<file path="src/rtl/pxl_pkg.sv">
package pxl_pkg;

    localparam int COLOR_W = 8;
    localparam int SER_W   = 7;
    localparam int N_LANES = 4;
    localparam int N_LINKS = 2;
    localparam int MSB_W   = COLOR_W - 2;
    localparam int LSB_W   = 2;
    localparam int HI_W    = 3 * SER_W;
    localparam int SLOT_W  = $clog2(SER_W);

    localparam logic [SER_W-1:0] CLK_FRAME = 7'b1100011;

    typedef struct packed {
        logic [COLOR_W-1:0] r;
        logic [COLOR_W-1:0] g;
        logic [COLOR_W-1:0] b;
    } pixel_t;

    typedef struct packed {
        logic hs;
        logic vs;
        logic de;
    } sync_t;

    typedef logic [N_LANES-1:0][SER_W-1:0] frame_t;

    typedef enum logic [1:0] {
        RT_DUAL   = 2'd0,
        RT_SPLIT  = 2'd1,
        RT_SINGLE = 2'd2
    } route_t;

    function automatic route_t decode_route(input logic [1:0] m);
        case (m)
            2'b00:   return RT_DUAL;
            2'b01:   return RT_SPLIT;
            default: return RT_SINGLE;
        endcase
    endfunction

    // Lanes 0..2 hold the colour MSBs and sync bits; lane 3 the colour LSBs.
    function automatic frame_t pack_frame(input pixel_t p, input sync_t s, input logic six);
        frame_t           f;
        logic [HI_W-1:0]  hi;
        hi = {p.r[COLOR_W-1 -: MSB_W], p.g[COLOR_W-1 -: MSB_W],
              p.b[COLOR_W-1 -: MSB_W], s.hs, s.vs, s.de};
        f[0] = hi[HI_W-1 -: SER_W];
        f[1] = hi[HI_W-SER_W-1 -: SER_W];
        f[2] = hi[SER_W-1:0];
        f[3] = six ? '0 : {p.r[LSB_W-1:0], p.g[LSB_W-1:0], p.b[LSB_W-1:0], 1'b0};
        return f;
    endfunction

endpackage

</file>
<file path="src/rtl/pxl_capture.sv">
module pxl_capture
    import pxl_pkg::*;
(
    input  logic   clk_i,
    input  logic   rst_i,
    input  logic   pix_clk_i,
    input  logic   edge_fall_i,
    input  pixel_t pix1_i,
    input  pixel_t pix2_i,
    input  sync_t  sync_i,
    output pixel_t cap1_o,
    output pixel_t cap2_o,
    output sync_t  sync_o,
    output logic   stb_o
);

    logic pix_q;

    always_ff @(posedge clk_i) begin
        if (rst_i) pix_q <= 1'b0;
        else       pix_q <= pix_clk_i;
    end

    // Selected edge of the sampled pixel clock.
    assign stb_o = edge_fall_i ? (pix_q & ~pix_clk_i) : (~pix_q & pix_clk_i);

    always_ff @(posedge clk_i) begin
        if (rst_i) begin
            cap1_o <= '0;
            cap2_o <= '0;
            sync_o <= '0;
        end else if (stb_o) begin
            cap1_o <= pix1_i;
            cap2_o <= pix2_i;
            sync_o <= sync_i;
        end
    end

    AST_CAPTURE_TAKE: assert property (@(posedge clk_i) disable iff (rst_i)
        stb_o |=> (cap1_o == $past(pix1_i) && cap2_o == $past(pix2_i)));
    AST_CAPTURE_HOLD: assert property (@(posedge clk_i) disable iff (rst_i)
        !stb_o |=> ($stable(cap1_o) && $stable(cap2_o) && $stable(sync_o)));

endmodule

</file>
<file path="src/rtl/pxl_framer.sv">
module pxl_framer
    import pxl_pkg::*;
(
    input  logic   clk_i,
    input  logic   rst_i,
    input  route_t route_i,
    input  logic   six_bit_i,
    input  logic   stb_i,
    input  pixel_t cap1_i,
    input  pixel_t cap2_i,
    input  sync_t  sync_i,
    output logic   load_o,
    output frame_t frame1_o,
    output frame_t frame2_o
);

    localparam logic [SLOT_W-1:0] LAST_SLOT = SLOT_W'(SER_W - 1);

    logic [SLOT_W-1:0] slot_q;
    logic              fresh_q;
    pixel_t            sel1;

    always_ff @(posedge clk_i) begin
        if (rst_i)                slot_q <= '0;
        else if (slot_q == LAST_SLOT) slot_q <= '0;
        else                      slot_q <= slot_q + 1'b1;
    end

    assign load_o = (slot_q == LAST_SLOT);

    // In split mode a new pair is marked fresh; its first frame consumes the mark.
    always_ff @(posedge clk_i) begin
        if (rst_i)                                  fresh_q <= 1'b0;
        else if (stb_i)                             fresh_q <= 1'b1;
        else if (load_o && route_i == RT_SPLIT)     fresh_q <= 1'b0;
    end

    always_comb begin
        sel1     = cap1_i;
        frame2_o = '0;
        case (route_i)
            RT_DUAL:  frame2_o = pack_frame(cap2_i, sync_i, six_bit_i);
            RT_SPLIT: sel1     = fresh_q ? cap1_i : cap2_i;
            default:  sel1     = cap1_i;
        endcase
        frame1_o = pack_frame(sel1, sync_i, six_bit_i);
    end

    AST_SIX_LANE_D: assert property (@(posedge clk_i) disable iff (rst_i)
        (load_o && six_bit_i) |-> (frame1_o[3] == '0 && frame2_o[3] == '0));
    AST_LINK2_FRAME_IDLE: assert property (@(posedge clk_i) disable iff (rst_i)
        (load_o && route_i != RT_DUAL) |-> (frame2_o == '0));

endmodule

</file>
<file path="src/rtl/pxl_link_ser.sv">
module pxl_link_ser
    import pxl_pkg::*;
#(
    parameter int LANES = N_LANES,
    parameter int BITS  = SER_W
) (
    input  logic                             clk_i,
    input  logic                             rst_i,
    input  logic                             load_i,
    input  logic [LANES-1:0][BITS-1:0]       frame_i,
    input  logic                             en_i,
    output logic [LANES-1:0]                 data_o,
    output logic                             clk_o
);

    logic [BITS-1:0] clk_sh;

    always_ff @(posedge clk_i) begin
        if (rst_i)       clk_sh <= '0;
        else if (load_i) clk_sh <= CLK_FRAME;
        else             clk_sh <= {clk_sh[BITS-2:0], 1'b0};
    end

    assign clk_o = en_i & clk_sh[BITS-1];

    for (genvar l = 0; l < LANES; l++) begin : g_lane
        logic [BITS-1:0] sh;
        always_ff @(posedge clk_i) begin
            if (rst_i)       sh <= '0;
            else if (load_i) sh <= frame_i[l];
            else             sh <= {sh[BITS-2:0], 1'b0};
        end
        assign data_o[l] = en_i & sh[BITS-1];
    end

    AST_RESET_QUIET: assert property (@(posedge clk_i)
        rst_i |=> (data_o == '0 && !clk_o));
    AST_CLK_LEAD: assert property (@(posedge clk_i) disable iff (rst_i)
        load_i |=> (clk_o == en_i));

endmodule

</file>
<file path="src/rtl/pxl_link_tx.sv">
module pxl_link_tx
    import pxl_pkg::*;
(
    input  logic               clk_i,
    input  logic               rst_i,
    input  logic               pix_clk_i,
    input  logic               edge_fall_i,
    input  logic [1:0]         mode_i,
    input  logic               six_bit_i,
    input  logic               oe_i,
    input  logic               pdn_n_i,
    input  logic [COLOR_W-1:0] pix1_r_i,
    input  logic [COLOR_W-1:0] pix1_g_i,
    input  logic [COLOR_W-1:0] pix1_b_i,
    input  logic [COLOR_W-1:0] pix2_r_i,
    input  logic [COLOR_W-1:0] pix2_g_i,
    input  logic [COLOR_W-1:0] pix2_b_i,
    input  logic               hs_i,
    input  logic               vs_i,
    input  logic               de_i,
    output logic [N_LANES-1:0] l1_data_o,
    output logic               l1_clk_o,
    output logic               l1_en_o,
    output logic [N_LANES-1:0] l2_data_o,
    output logic               l2_clk_o,
    output logic               l2_en_o
);

    route_t route;
    pixel_t cap1, cap2;
    sync_t  cap_sync;
    logic   stb, load;
    frame_t frames  [N_LINKS];
    logic   link_en [N_LINKS];
    logic [N_LANES-1:0] lane_out [N_LINKS];
    logic   clk_out [N_LINKS];
    logic   drive;

    assign route = decode_route(mode_i);
    assign drive = oe_i & pdn_n_i;
    assign link_en[0] = drive;
    assign link_en[1] = drive & (route == RT_DUAL);

    pxl_capture u_cap (
        .clk_i       (clk_i),
        .rst_i       (rst_i),
        .pix_clk_i   (pix_clk_i),
        .edge_fall_i (edge_fall_i),
        .pix1_i      ('{r: pix1_r_i, g: pix1_g_i, b: pix1_b_i}),
        .pix2_i      ('{r: pix2_r_i, g: pix2_g_i, b: pix2_b_i}),
        .sync_i      ('{hs: hs_i, vs: vs_i, de: de_i}),
        .cap1_o      (cap1),
        .cap2_o      (cap2),
        .sync_o      (cap_sync),
        .stb_o       (stb)
    );

    pxl_framer u_frm (
        .clk_i     (clk_i),
        .rst_i     (rst_i),
        .route_i   (route),
        .six_bit_i (six_bit_i),
        .stb_i     (stb),
        .cap1_i    (cap1),
        .cap2_i    (cap2),
        .sync_i    (cap_sync),
        .load_o    (load),
        .frame1_o  (frames[0]),
        .frame2_o  (frames[1])
    );

    for (genvar k = 0; k < N_LINKS; k++) begin : g_link
        pxl_link_ser #(.LANES(N_LANES), .BITS(SER_W)) u_ser (
            .clk_i   (clk_i),
            .rst_i   (rst_i),
            .load_i  (load),
            .frame_i (frames[k]),
            .en_i    (link_en[k]),
            .data_o  (lane_out[k]),
            .clk_o   (clk_out[k])
        );
    end

    assign l1_data_o = lane_out[0];
    assign l1_clk_o  = clk_out[0];
    assign l1_en_o   = link_en[0];
    assign l2_data_o = lane_out[1];
    assign l2_clk_o  = clk_out[1];
    assign l2_en_o   = link_en[1];

    AST_LINK2_IDLE: assert property (@(posedge clk_i) disable iff (rst_i)
        (mode_i != 2'b00) |-> (!l2_en_o && l2_data_o == '0 && !l2_clk_o));
    AST_OUTPUTS_OFF: assert property (@(posedge clk_i) disable iff (rst_i)
        !(oe_i && pdn_n_i) |-> (!l1_en_o && !l2_en_o && l1_data_o == '0 &&
                                l2_data_o == '0 && !l1_clk_o && !l2_clk_o));

endmodule

</file>
<file path="config.mk">
export PLATFORM = sky130hd
export DESIGN_NAME = pxl_link_tx
export DESIGN_NICKNAME = d
export VERILOG_FILES = /design/src/rtl/pxl_pkg.sv /design/src/rtl/pxl_capture.sv /design/src/rtl/pxl_framer.sv /design/src/rtl/pxl_link_ser.sv /design/src/rtl/pxl_link_tx.sv
export SDC_FILE = /design/constraint.sdc
export NUM_CORES = 1
export LEC_CHECK = 0
export BUFFER_PORTS_ARGS = -buffer_cell sky130_fd_sc_hd__buf_2
export CAP_MARGIN = 20
export CORE_ASPECT_RATIO = 0.9
export CORE_UTILIZATION = 55
export DETAILED_ROUTE_END_ITERATION = 10
export GPL_TIMING_DRIVEN = 0
export PLACE_DENSITY = 0.78
export SLEW_MARGIN = 10
export SYNTH_ARGS = -nofsm -noshare
export SYNTH_HDL_FRONTEND = slang
export SYNTH_SLANG_ARGS = --single-unit
</file>
<file path="constraint.sdc">
create_clock -name clk_i -period 1.68 [get_ports clk_i]
set_input_delay 0.168 -clock clk_i [delete_from_list [all_inputs] [get_ports clk_i]]
set_output_delay 0.168 -clock clk_i [all_outputs]
set_load 0.02 [all_outputs]
</file>
==> results.py, run 1 <==
metrics = {
    "status": {
        "status": "complete, no violations",
    },
    "power": {
        "vdd_drop_max_uv": 605,
        "power.density_mw_per_mm2": 1120,
        "leakagePower_nw": 2.79,
        "finalPower_mw": 7.07,
    },
    "clocking": {
        "clock_sinks": 117,
        "clk_pin_slew_worst_paths_ps": 50,
        "root_buffer": "clkbuf_8",
        "cts_tree": "yes",
        "clk_path_buf_depth": 2,
        "h-tree-depth": 4,
        "cts_buffers": 17,
        "clk_latency_ps": 520,
    },
    "placed_design": {
        "place_inst": 641,
        "place_hpwl_mm": 7.71,
        "post-place-ws_ps": -87.3,
        "placed_area_mm2": 0.00517,
        "globalplace.congestion": 0.914,
        "port_buffers": 70,
    },
    "route": {
        "drtAntennaViolNets": 0,
        "vias": 4020,
        "drc": 0,
        "drt-initial-drc-count": 316,
        "avgRoutedWirePerCell_um": 17.5,
        "routed_via_density": 5.55,
        "firstDrtPassIters": 5,
        "drt-total-wl_mm": 12.7,
    },
    "floorplanning": {
        "die_area_mm2": 0.00891,
        "start_util_pct": 57.7,
        "fp.dieH_um": 89.7,
        "row_count": 31,
        "io-pin-count": 72,
        "coreArea_mm2": 0.00815,
        "fp.dieW_um": 99.4,
    },
    "grt": {
        "antenna_found_initial": 0,
        "grt_use_total_pct": 29.8,
        "grt_start_max_net_pins": 17,
        "grt_pass1_vias": 3992,
        "grt_pass1_wl_mm": 19.5,
        "grt_overflow": 0,
    },
    "sta": {
        "finalMaxSlewViolations": 0,
        "finalSetupViolations": 0,
        "min_period_ps": 1630,
        "relSlewSlack_pct": 56.1,
        "whs_ps": 96.9,
        "skew_ps": 7.01,
        "fin_crit_sh_pct": 97.1,
        "fmax_mhz": 613,
        "tightestPinTransition_ps": 658,
        "hold_viol": 0,
        "layout_setup_ws_ps": 48.3,
    },
    "worst_hold_path": {
        "worst_hold_path.endpoint": "g_link[0].u_ser.g_lane[3].sh[1]",
        "min_from": "six_bit_i",
        "hold_depth": 3,
        "hp-class": "in -> reg",
    },
    "setup_path": {
        "required_ps": 2070,
        "slowest_stage": "dfxtp_1",
        "end_kind": "flip-flop",
        "crit_type": "reg -> reg",
        "cp.arrival_ps": 2020,
        "worstPathMaxFanout": 10,
        "r2r_end": "g_link[0].u_ser.g_lane[1].sh[6]",
        "cp_cell_sequence": "inv_1 > ha_2 > nand2_2 > buf_6 > buf_4 > nor3_1 > nor4_1",
        "crit_start": "u_frm.slot_q[0]",
        "reg2reg_depth": 7,
        "worst_r2r_startpoint": "u_frm.slot_q[0]",
        "r2r_slack_ps": 50,
        "critPathMaxStageDelay_ps": 350,
        "crit_path_start_kind": "flip-flop",
    },
    "cells_and_area": {
        "n_antenna_cell": 0,
        "final_layout_size_suffix_gt1_share_pct": 21.4,
        "multi_input_area_mm2": 0.00218,
        "ff_latch_area_mm2": 0.00234,
        "stdcell_count": 724,
        "final_common_cell": "dfxtp_1",
        "fin_area_mm2": 0.00633,
        "fillers": 545,
        "areaGrowthSynthToFinish_pct": 34.7,
        "layout_common_cells": "dfxtp_1, nand2b_1, buf_2",
        "nNetsFinal": 675,
    },
    "logic_synthesis": {
        "synth.distinct_cells": 27,
        "synth-warning-count": 0,
        "synth_top_family_by_area": "simple AND/OR/NAND/NOR gates",
        "synth_mux_area_share_pct": 12.4,
        "synth-async-reset-ratio_pct": 0,
        "syn_area_per_cell_um2": 9.95,
        "synth_fa_ha_area_share_pct": 0.533,
        "syn_area_mm2": 0.00470,
        "syn_nets": 534,
        "synth-simple-area-share_pct": 27.1,
        "syn_inst": 472,
        "synth-xor-area-share_pct": 0.186,
        "synth_edf_count": 0,
        "synth_compound_area_share_pct": 5.57,
        "seq_area_frac_synth_pct": 49.9,
        "synth-main-ff-cell": "dfxtp_1",
        "synth-seq-cells": 117,
    },
    "job": {
        "drv_cap": 0,
    },
}
-- layout make-up --
class	count	area share (%)
multi-input cells	317	34.5
clock buffers	21	7.10
flip-flops and latches	117	37.0
clock inverters	10	2.06
plain buffers	36	3.46
well taps	99	1.96
inverters	1	0.0593
repair buffers	123	13.9
-- flip-flops by register name, summed over array words and instances (netlist names) --
register                flops
u_cap.cap2_o               24
g_link.u_ser.g_lane.sh     54
u_frm.slot_q                3
g_link.u_ser.clk_sh         7
u_cap.pix_q                 1
u_cap.cap1_o               24
u_cap.sync_o                3
u_frm.fresh_q               1
-- metrics by stage --
stage	TNS, ps	utilization [%]
final	0	77.7
after global routing	-10.8	77.7
after CTS	0	77.3
after detailed placement	-1640	63.5
after global placement	-186	63.5
after floorplan	0	-
-- Yosys cell counts (2+ instances only) --
cell type	number	share of area (%)
dfxtp_1	117	50
nand2b_1	102	14
mux2i_1	58	12
nor3_1	37	3.9
nor2_1	25	2.0
a22o_1	23	4.3
nor4_1	17	2.3
clkbuf_1	16	1.3
buf_2	13	1.4
nand2_1	12	0.96
and2_1	10	1.3
and3_1	10	1.3
a21oi_1	6	0.64
o21ai_0	6	0.64
buf_6	5	1.2
buf_4	3	0.48
ha_1	2	0.53
-- where the power goes --
group	internal (mW)	leakage (nW)	switching, mW	total, mW
clock	2.31	0.283	1.23	3.55
combinational	0.305	1.56	0.269	0.574
sequential	2.87	0.950	0.0829	2.95
-- metal layers --
metal / track usage [%] / vias to the layer above / wire length, µm
met5: 0 / - / 0
met1: 35.3 / 1897 / 5430
met3: 7.59 / 44 / 815
li1: - / 1892 / -
met2: 50.3 / 187 / 6010
met4: 17.2 / 0 / 459
-- kinds of logic after synthesis --
kind of cell / Yosys count
simple gates: 221
flops: 117
mux: 58
buf+inv: 38
compound gates: 35
fa+ha+maj: 2
xor+xnor: 1
-- critical path: cells and delay by family, from the launching register on --
kind | cells | cell delay (ps)
simple gates | 3 | 520
buf+inv | 3 | 400
flops | 1 | 350
fa+ha+maj | 1 | 220
-- worst max path at each step --
stage                                                  to  cells past startpoint
final                     g_link[0].u_ser.g_lane[1].sh[6]                      7
after global routing      g_link[0].u_ser.g_lane[1].sh[6]                      7
after CTS                 g_link[1].u_ser.g_lane[3].sh[3]                      5
after detailed placement  g_link[1].u_ser.g_lane[2].sh[4]                      5
after global placement    g_link[1].u_ser.g_lane[2].sh[1]                      5
after floorplan           g_link[0].u_ser.g_lane[0].sh[1]                      7
-- timing repair --
action,4_1_cts,5_1_grt
pin swaps,1,5
resized for setup,8,10
endpoints found under the setup margin,35,47
hold endpoints to repair,52,0
setup buffers,0,1
hold buffers,52,0
Power figures use the tool's default switching activity.
==> run 2, diff against run 1 <==
PLACE_DENSITY = 0.76   (was 0.78)
SYNTH_HIERARCHICAL = 1   (was unset)
==> run 2 against run 1 <==
Total power is 1.1% higher. Critical path depth unchanged. Fmax up 5.0%. Via count decreased by 3.7%. Register-to-register slack better by 80 ps. Worst hold slack lost 94 ps. Design area up 6.1%. Clock power down 3%. Largest cell class is now multi-input gates.
==> results.py, run 2 <==
metrics = {
    "logic_synthesis": {
        "ys_top_cells_by_area": "dfxtp_1, mux2i_1, nand2b_1, and2_1, nor2_1",
        "synth-warning-count": 6,
        "syn_area_mm2": 0.00561,
        "synth.most_common_cell": "dfxtp_1",
        "syn_inst": 543,
        "synth_area_leader_cell": "dfxtp_1",
        "synth_edf_count": 0,
        "syn_area_per_cell_um2": 10.3,
        "seq_area_frac_synth_pct": 45.0,
        "synth_common_cells": "dfxtp_1, nand2b_1, mux2i_1",
        "synth-seq-cells": 126,
        "synth.distinct_cells": 26,
        "synth-async-reset-ratio_pct": 0,
        "synth-main-ff-cell": "dfxtp_1",
        "yosysTopAreaCellShare_pct": 45.0,
    },
    "cells_and_area": {
        "reg.largest.list": "g_link.u_ser/g_lane.sh: 56 flops, u_cap/cap1_o: 24 flops, u_cap/cap2_o: 24 flops",
        "largest_reg_flops": 56,
        "layout_common_cells": "dfxtp_1, nand2b_1, mux2i_1",
        "final_common_cell": "dfxtp_1",
        "top_register": "g_link.u_ser/g_lane.sh",
        "nNetsFinal": 699,
        "ff_latch_area_mm2": 0.00252,
        "fin_area_mm2": 0.00671,
        "final_layout_size_suffix_gt1_share_pct": 23.3,
        "n_antenna_cell": 0,
        "multi_input_area_mm2": 0.00272,
        "areaGrowthSynthToFinish_pct": 19.7,
        "fillers": 775,
    },
    "route": {
        "drt-initial-drc-count": 202,
        "drtAntennaViolNets": 0,
        "drt-total-wl_mm": 12.0,
        "firstDrtPassIters": 4,
        "routed_via_density": 5.01,
        "vias": 3870,
        "drc": 0,
        "avgRoutedWirePerCell_um": 15.5,
    },
    "sta": {
        "finalSetupViolations": 0,
        "skew_ps": 7.98,
        "fin_crit_sh_pct": 92.5,
        "layout_setup_ws_ps": 126,
        "fmax_mhz": 643,
        "relSlewSlack_pct": 62.3,
        "tightestPinTransition_ps": 562,
        "hold_viol": 0,
        "min_period_ps": 1550,
        "rsz0062_at_grt": "false",
        "finalMaxSlewViolations": 0,
    },
    "setup_path": {
        "cp.arrival_ps": 1850,
        "end_kind": "flip-flop",
        "crit_type": "reg -> reg",
        "worstPathMaxFanout": 10,
        "required_ps": 1980,
        "crit_path_start_kind": "flip-flop",
    },
    "clocking": {
        "cts_buffers": 17,
        "clk_pin_slew_worst_paths_ps": 60,
        "clk_latency_ps": 420,
        "cts_tree": "yes",
        "clock_sinks": 126,
        "clk_path_buf_depth": 2,
        "h-tree-depth": 4,
        "root_buffer": "clkbuf_16",
    },
    "power": {
        "vdd_drop_max_uv": 789,
        "leakagePower_nw": 2.91,
        "power.density_mw_per_mm2": 1070,
        "finalPower_mw": 7.15,
    },
    "placed_design": {
        "placed_area_mm2": 0.00612,
        "port_buffers": 71,
        "place_hpwl_mm": 8.54,
        "post-place-ws_ps": -137,
        "globalplace.congestion": 0.824,
    },
    "worst_hold_path": {
        "hp-class": "in -> reg",
    },
    "floorplanning": {
        "coreArea_mm2": 0.00978,
        "start_util_pct": 57.3,
        "io-pin-count": 72,
        "row_count": 34,
        "fp.dieW_um": 108,
        "die_area_mm2": 0.0106,
        "fp.dieH_um": 97.8,
    },
    "grt": {
        "grt_pass1_wl_mm": 19.6,
        "antenna_found_initial": 0,
        "grt_start_max_net_pins": 17,
        "grt_overflow": 0,
        "grt_use_total_pct": 24.7,
        "grt_pass1_vias": 4051,
    },
    "job": {
        "drv_cap": 0,
    },
    "status": {
        "status": "complete, no violations",
    },
}
## run 2: routing by layer
metal,vias up,global-route usage (%),wire (µm)
met5,-,0,0
met4,0,9.46,223
met3,14,6.48,453
met2,79,41.1,5670
met1,1842,30.4,5650
li1,1935,-,-
## run 2: cells by family (layout without fill, tap and decap cells)
group | Yosys count | after routing | share of synthesized area, %
flip-flops | 126 | 126 | 45.0
adder cells (fa/ha/maj) | 2 | 2 | 0.446
AO/OA/AOI/OAI | 3 | 3 | 0.335
multiplexers | 123 | 123 | 22.6
AND/OR/NAND/NOR | 245 | 245 | 24.9
buffers and inverters | 43 | 146 | 6.65
other | 1 | 2 | 0.0669
## run 2: area by class of cell
| class | instances | area share, % |
|---|---|---|
| multi-input combinational | 375 | 40.5 |
| sequential | 126 | 37.6 |
| clock buffer | 23 | 7.42 |
| timing repair buffer | 74 | 5.71 |
| buffer | 40 | 5.39 |
| tap | 126 | 2.35 |
| clock inverter | 6 | 0.895 |
| inverter | 3 | 0.168 |
## run 2: per-stage QoR
stage                     TNS (ps)  cells  utilization, %  hold WS (ps)
after floorplan                  0    544               -           237
after global placement        -903    741            62.6           404
after detailed placement     -1220    741            62.6           416
after CTS                        0    772            68.5         0.942
after global routing             0    773            68.6          17.2
final                            0    773            68.6          3.15
## run 2: repair_timing
action                     4_1_cts  5_1_grt
hold endpoints to repair         2        0
resized for setup                0        1
hold buffers                     2        0
buffers inserted                 0        1
setup endpoints to repair        0       40
## run 2: worst paths after layout
check,cells past startpoint,to,startpoint,slack [ps]
worst max-delay path,7,g_link[0].u_ser/g_lane[1].sh[1],u_frm/slot_q[0],130
worst max register to register,7,g_link[0].u_ser/g_lane[1].sh[1],u_frm/slot_q[0],130
worst min-delay path,3,u_cap/cap2_o[10],pix2_g_i[2],3
worst min register to register,1,g_link[0].u_ser/clk_sh[2],g_link[0].u_ser/clk_sh[1],430
## run 2: worst max-delay path, stage by stage, from the launching register on
cell	delay [ps]
dfxtp_1	320
inv_1	60
ha_1	150
and2_2	240
buf_6	210
buf_12	160
mux2i_1	230
nor2_1	60
## run 2: report_power, final
part / total (mW) / switching, mW / internal [mW]
Clock: 3.44 / 1.25 / 2.19
Combinational: 0.563 / 0.263 / 0.300
Sequential: 3.14 / 0.0672 / 3.08
Total: 7.15 / 1.58 / 5.57
